### src/rtl/rtc_port_pkg.sv
package rtc_port_pkg;
  typedef enum logic [2:0] {
    SEL_NONE,
    SEL_IDX0,
    SEL_DAT0,
    SEL_IDX1,
    SEL_DAT1
  } port_sel_e;

  function automatic logic sel_is_data(port_sel_e s);
    return (s == SEL_DAT0) || (s == SEL_DAT1);
  endfunction

  function automatic logic sel_is_index(port_sel_e s);
    return (s == SEL_IDX0) || (s == SEL_IDX1);
  endfunction

  function automatic logic sel_bank(port_sel_e s);
    return (s == SEL_IDX1) || (s == SEL_DAT1);
  endfunction
endpackage

### src/rtl/rtc_io_decode.sv
module rtc_io_decode
  import rtc_port_pkg::*;
#(
  parameter int unsigned ADDR_W     = 16,
  parameter logic [ADDR_W-1:0] BANK0_BASE = 16'h0070
) (
  input  logic              aen_i,
  input  logic [ADDR_W-1:0] addr_i,
  input  logic              bank1_en_i,
  input  logic [ADDR_W-1:0] bank1_base_i,
  output port_sel_e         sel_o
);
  localparam logic [ADDR_W-1:0] BANK0_DATA = BANK0_BASE + ADDR_W'(1);

  logic [ADDR_W-1:0] bank1_data;
  logic hit_i0, hit_d0, hit_i1, hit_d1;

  assign bank1_data = bank1_base_i + ADDR_W'(1);

  always_comb begin
    hit_i0 = !aen_i && (addr_i == BANK0_BASE);
    hit_d0 = !aen_i && (addr_i == BANK0_DATA);
    hit_i1 = !aen_i && bank1_en_i && (addr_i == bank1_base_i);
    hit_d1 = !aen_i && bank1_en_i && (addr_i == bank1_data);
  end

  // primary bank has priority on overlap
  always_comb begin
    if (hit_i0)      sel_o = SEL_IDX0;
    else if (hit_d0) sel_o = SEL_DAT0;
    else if (hit_i1) sel_o = SEL_IDX1;
    else if (hit_d1) sel_o = SEL_DAT1;
    else             sel_o = SEL_NONE;
  end
endmodule

### src/rtl/rtc_index_regs.sv
module rtc_index_regs #(
  parameter int unsigned IDX_W = 7,
  parameter int unsigned NBANK = 2,
  localparam int unsigned BSEL_W = (NBANK > 1) ? $clog2(NBANK) : 1
) (
  input  logic                        clk_i,
  input  logic                        rst_ni,
  input  logic                        we_i,
  input  logic [BSEL_W-1:0]           bank_i,
  input  logic [IDX_W-1:0]            wdata_i,
  output logic [NBANK-1:0][IDX_W-1:0] idx_o
);
  for (genvar b = 0; b < NBANK; b++) begin : g_bank
    logic [IDX_W-1:0] idx_q;
    always_ff @(posedge clk_i or negedge rst_ni) begin
      if (!rst_ni)                                 idx_q <= '0;
      else if (we_i && (bank_i == BSEL_W'(b)))     idx_q <= wdata_i;
    end
    assign idx_o[b] = idx_q;
  end
endmodule

### src/rtl/rtc_cmos_array.sv
module rtc_cmos_array #(
  parameter int unsigned DATA_W = 8,
  parameter int unsigned AW     = 8,
  localparam int unsigned DEPTH = 1 << AW
) (
  input  logic              clk_i,
  input  logic              rst_ni,
  input  logic              we_i,
  input  logic [AW-1:0]     addr_i,
  input  logic [DATA_W-1:0] wdata_i,
  output logic [DATA_W-1:0] rdata_o
);
  logic [DATA_W-1:0] mem_q [DEPTH];

  always_ff @(posedge clk_i or negedge rst_ni) begin
    if (!rst_ni) begin
      for (int i = 0; i < DEPTH; i++) mem_q[i] <= '0;
    end else if (we_i) begin
      mem_q[addr_i] <= wdata_i;
    end
  end

  assign rdata_o = mem_q[addr_i];
endmodule

### src/rtl/rtc_index_port.sv
module rtc_index_port
  import rtc_port_pkg::*;
#(
  parameter int unsigned ADDR_W     = 16,
  parameter int unsigned DATA_W     = 8,
  parameter int unsigned IDX_W      = 7,
  parameter logic [ADDR_W-1:0] BANK0_BASE = 16'h0070,
  parameter logic [DATA_W-1:0] BLOCKED_FILL = 8'hFF,
  localparam int unsigned NBANK = 2,
  localparam int unsigned MEM_AW = IDX_W + 1
) (
  input  logic              clk_i,
  input  logic              rst_ni,
  input  logic              sys_rst_i,
  input  logic              aen_i,
  input  logic [ADDR_W-1:0] io_addr_i,
  input  logic              io_rd_i,
  input  logic              io_wr_i,
  input  logic [DATA_W-1:0] io_wdata_i,
  output logic [DATA_W-1:0] io_rdata_o,
  output logic              io_oe_o,
  input  logic              bank1_en_i,
  input  logic [7:0]        bank1_base_hi_i,
  input  logic [7:0]        bank1_base_lo_i,
  output logic [MEM_AW-1:0] mem_addr_o,
  output logic              mem_rd_o,
  output logic              mem_wr_o,
  output logic [DATA_W-1:0] mem_wdata_o
);
  port_sel_e                   sel;
  logic [ADDR_W-1:0]           bank1_base;
  logic                        bank;
  logic                        is_data, is_index, access_ok;
  logic                        idx_we;
  logic [NBANK-1:0][IDX_W-1:0] idx_q;
  logic [IDX_W-1:0]            idx_cur;
  logic [DATA_W-1:0]           mem_rdata;

  assign bank1_base = ADDR_W'({bank1_base_hi_i, bank1_base_lo_i});

  rtc_io_decode #(
    .ADDR_W    (ADDR_W),
    .BANK0_BASE(BANK0_BASE)
  ) u_decode (
    .aen_i       (aen_i),
    .addr_i      (io_addr_i),
    .bank1_en_i  (bank1_en_i),
    .bank1_base_i(bank1_base),
    .sel_o       (sel)
  );

  assign bank      = sel_bank(sel);
  assign is_data   = sel_is_data(sel);
  assign is_index  = sel_is_index(sel);
  assign access_ok = !sys_rst_i;
  assign idx_we    = io_wr_i && is_index && access_ok;

  rtc_index_regs #(
    .IDX_W(IDX_W),
    .NBANK(NBANK)
  ) u_index (
    .clk_i  (clk_i),
    .rst_ni (rst_ni),
    .we_i   (idx_we),
    .bank_i (bank),
    .wdata_i(io_wdata_i[IDX_W-1:0]),
    .idx_o  (idx_q)
  );

  assign idx_cur     = idx_q[bank];
  assign mem_addr_o  = {bank, idx_cur};
  assign mem_wr_o    = io_wr_i && is_data && access_ok;
  assign mem_rd_o    = io_rd_i && is_data && access_ok;
  assign mem_wdata_o = io_wdata_i;

  rtc_cmos_array #(
    .DATA_W(DATA_W),
    .AW    (MEM_AW)
  ) u_cmos (
    .clk_i  (clk_i),
    .rst_ni (rst_ni),
    .we_i   (mem_wr_o),
    .addr_i (mem_addr_o),
    .wdata_i(mem_wdata_o),
    .rdata_o(mem_rdata)
  );

  always_comb begin
    io_oe_o    = io_rd_i && (sel != SEL_NONE);
    io_rdata_o = '0;
    if (io_oe_o) begin
      if (!access_ok)    io_rdata_o = BLOCKED_FILL;
      else if (is_data)  io_rdata_o = mem_rdata;
      else               io_rdata_o = DATA_W'(idx_cur);
    end
  end
endmodule

### config.mk
export PLATFORM = sky130hd
export DESIGN_NAME = rtc_index_port
export DESIGN_NICKNAME = d
export VERILOG_FILES = /design/src/rtl/rtc_port_pkg.sv /design/src/rtl/rtc_io_decode.sv /design/src/rtl/rtc_index_regs.sv /design/src/rtl/rtc_cmos_array.sv /design/src/rtl/rtc_index_port.sv
export SDC_FILE = /design/constraint.sdc
export NUM_CORES = 2
export LEC_CHECK = 0
export BUFFER_PORTS_ARGS = -buffer_cell sky130_fd_sc_hd__buf_2
export CAP_MARGIN = 20
export CORE_AREA = 5 5 442 444
export DETAILED_ROUTE_END_ITERATION = 12
export DIE_AREA = 0 0 447 449
export HOLD_SLACK_MARGIN = 0.12
export MAX_ROUTING_LAYER = met4
export PLACE_DENSITY_LB_ADDON = 0.05
export REMOVE_ABC_BUFFERS = 1
export SLEW_MARGIN = 10
export SYNTH_ARGS = -nofsm -noshare
export SYNTH_HDL_FRONTEND = slang
export SYNTH_HIERARCHICAL = 1
export SYNTH_SLANG_ARGS = --single-unit
### constraint.sdc
create_clock -name clk_i -period 6.95 [get_ports clk_i]
set_input_delay 0.3475 -clock clk_i [delete_from_list [all_inputs] [get_ports clk_i]]
set_output_delay 0.3475 -clock clk_i [all_outputs]
set_load 0.005 [all_outputs]
==> results.ini <==
[place]
io_buffers = 73
dp.cells = 8581
dp_hpwl_um = 170000
place.gp.congestion = 0.854

[worst_setup_path]
end_kind = output port
crit_path_start = bank1_base_lo_i[2]
worstPathMaxFanout = 61
crit_type = input pin to output port
reg2reg_from = u_index/g_bank[0].idx_q[5]
cp-start-kind = input pin
required_ns = 6.60
crit_arrival_ns = 6.57

[die]
die_h_um = 449
core_mm2 = 0.191
ios = 74
row_count = 161
die_area_mm2 = 0.201
start_util_pct = 49.6
die_w_um = 447

[synthesis]
synth_ff_type = dfrtp_1
yosys.area.top_type_share_pct = 54.5
synth_fa_ha_area_share_pct = 0.0132
synth_compound_area_share_pct = 3.39
yosys.area_share.simple_pct = 2.83
synth.area.mux_share_pct = 36.7
yosys_warnings = 6
syn_avg_cell_area_um2 = 15.6
yosysUniqueCellTypes = 66
synth_xor_area_share_pct = 0.239
ys_top_cells_by_count = dfrtp_1, mux2_2, mux2_1, mux4_2, clkbuf_1
ys_async_sr_fraction_pct = 100
syn_inst = 6072
yosysTopAreaCell = dfrtp_1
synth_top_family_by_area = multiplexers
synth_edf_count = 0
yosysSeqAreaShare_pct = 54.5
synth_seq_cells = 2062
synth_most_common_cell = dfrtp_1
synth_area_leaders = dfrtp_1, mux2_2, mux4_2
synth_area_mm2 = 0.0948

[clock_network]
clock_path_buffers = 3
cts_buffers = 219
root_buffer = clkbuf_16
cts_tree = yes
clk-insertion-delay-late_ns = 0.85
clk_pin_slew_ns = 0.05
cts_sinks = 2062
ctsHtreeMaxLevel = 4

[timing]
relSlewSlack_pct = 20.2
slew_violations = 0
worst_pin_slew_ns = 1.20
finalCritPeriodShare_pct = 99.5
min_period_ns = 6.92
fin_skew_ns = 0.0196
finalHoldViolCount = 0
report.final.setup_viol = 0
rsz0062_at_grt = no
max_freq_mhz = 145

[run_status]
status = finished clean

[drt]
dr.pass1.iters = 5
vias = 55200
wire_per_inst_um = 29.2
vias_per_cell = 6.14
drt_iter0_markers = 3673
post-route-drc-count = 0
final_antenna_net_count = 0
wl_um = 263000

[worst_hold_path]
hold_start = io_wdata_i[7]
hold_path.class = input pin to register

[global_route]
grtUsageTotal_pct = 27.2
grt_pass1_vias = 58100
grt_start_max_net_pins = 166
antenna_found_initial = 10
grt_pass1_wl_um = 398000
grt_overflow = 0

[job]
drv_cap = 0

[cells_and_area]
area_growth_pct = 13.8
stdcell_count = 8995
nets = 6335
utilization_pct = 56.4
drive_gt1_share_pct = 43.3

[power]
irDropWorstVdd_v = 0.000228
p_per_area_mw_per_mm2 = 227
p_leak_nw = 51.1

## sequential cells by signal (all words and copies together) (netlist names)
signal	cells
u_cmos/mem_q	2048
u_index/g_bank.idx_q	14
## worst paths after layout
kind                                      end  slack, ns  cells after the start
max                             io_rdata_o[4]       0.03                     22
min                        u_cmos/mem_q[1871]       0.16                      2
max reg2reg                u_cmos/mem_q[1671]       2.93                      9
min reg2reg                u_cmos/mem_q[1130]       0.48                      1
max in group asynchronous  u_cmos/mem_q[1906]       4.54                      5
min in group asynchronous   u_cmos/mem_q[713]       0.62                      3
## where the power goes
| part | internal, mW | switching [mW] | leakage [nW] |
|---|---|---|---|
| Combinational | 0.0741 | 0.504 | 18.6 |
| Sequential | 12.0 | 0.0000195 | 28.8 |
| Clock | 7.00 | 4.87 | 3.63 |
| Total | 19.1 | 5.38 | 51.1 |
## area by class of cell
class,instances,area (µm²)
Clock buffer,343,6590
Clock inverter,59,769
Fill cell,15300,83300
Sequential cell,2062,51600
Inverter,4,15.0
Antenna cell,1,2.50
Tap cell,2526,3160
Multi-Input combinational cell,3517,41200
Timing Repair Buffer,483,4530
## metal layers
layer | GRT usage (%) | vias up | part of all wire, %
met5 | - | - | 0
met4 | 7.44 | 0 | 2.8
met3 | 3.58 | 369 | 4.6
met2 | 41.3 | 1256 | 47
met1 | 38.9 | 30300 | 45
li1 | - | 23400 | -
## critical path, stage by stage
cell and delay, ns:
buf_2 0.15, and4_1 0.51, and2_4 0.27, nand4_1 0.12, o311ai_2 0.12, o22ai_1 0.16, nor4_4 0.62, buf_6 0.37
nor3b_1 0.10, o21a_1 0.20, a211oi_4 0.28, buf_12 0.19, buf_12 0.33, mux4_2 0.39, a22oi_1 0.52, a21oi_1 0.23
o41ai_1 0.62, buf_4 0.24, nand4_1 0.09, nand3_1 0.09, a31oi_1 0.26, buf_2 0.24
## what timing repair did
action	in CTS	in global routing
resized for setup	1	4
setup buffers	3	0
setup endpoints to repair	8	4
pin swaps	1	0
hold endpoints to repair	521	0
hold buffers	8	0
## layout by cell type, fill, tap and decap left out, types with 8 or more instances in the layout
cell type and count:
o41ai_1 24, bufinv_16 14, a21oi_1 139, nor2_2 129, buf_8 9, clkinv_2 29
nor3b_1 9, buf_4 325, mux2_2 1240, xnor2_1 13, a31oi_1 10, clkbuf_8 60
nand2_2 14, nor3_1 10, clkbuf_1 62, mux4_2 512, nand2_1 87, o22ai_1 8
buf_12 76, a22oi_1 256, clkbuf_16 221, inv_6 8, nor2_4 42, xor2_1 11
nand3_1 28, nand4_1 17, dfrtp_1 2062, nor2_1 43, mux2_1 815, nor2b_1 15
buf_2 64
## metrics by stage
step / cell area [µm²] / hold WS (ns) / TNS (ns) / total power, mW / setup slack [ns]
3_5_place_dp: 100000 / 0.359 / -2.02 / 12.8 / -0.446
6_report: 108000 / 0.159 / 0 / 24.5 / 0.0314
2_1_floorplan: 92600 / 0.0519 / - / 12.3 / -80.10
5_1_grt: 108000 / 0.153 / 0 / 25.3 / 0.0177
3_3_place_gp: 100000 / 0.359 / -6.05 / 12.8 / -1.06
4_1_cts: 108000 / 0.123 / 0 / 24.8 / 0.0174
## cells by family (layout without fill, tap and decap cells)
group | Yosys count | count (layout)
xor gates and xnor gates | 25 | 25
AOI/OAI and AO/OA | 472 | 472
muxes | 2576 | 2576
other | 0 | 1
DFF | 2062 | 2062
and+or+nand+nor | 443 | 443
buffers and inverters | 493 | 889
adders and majority gates | 1 | 1
Note: power is estimated with default switching activity, not from simulation.
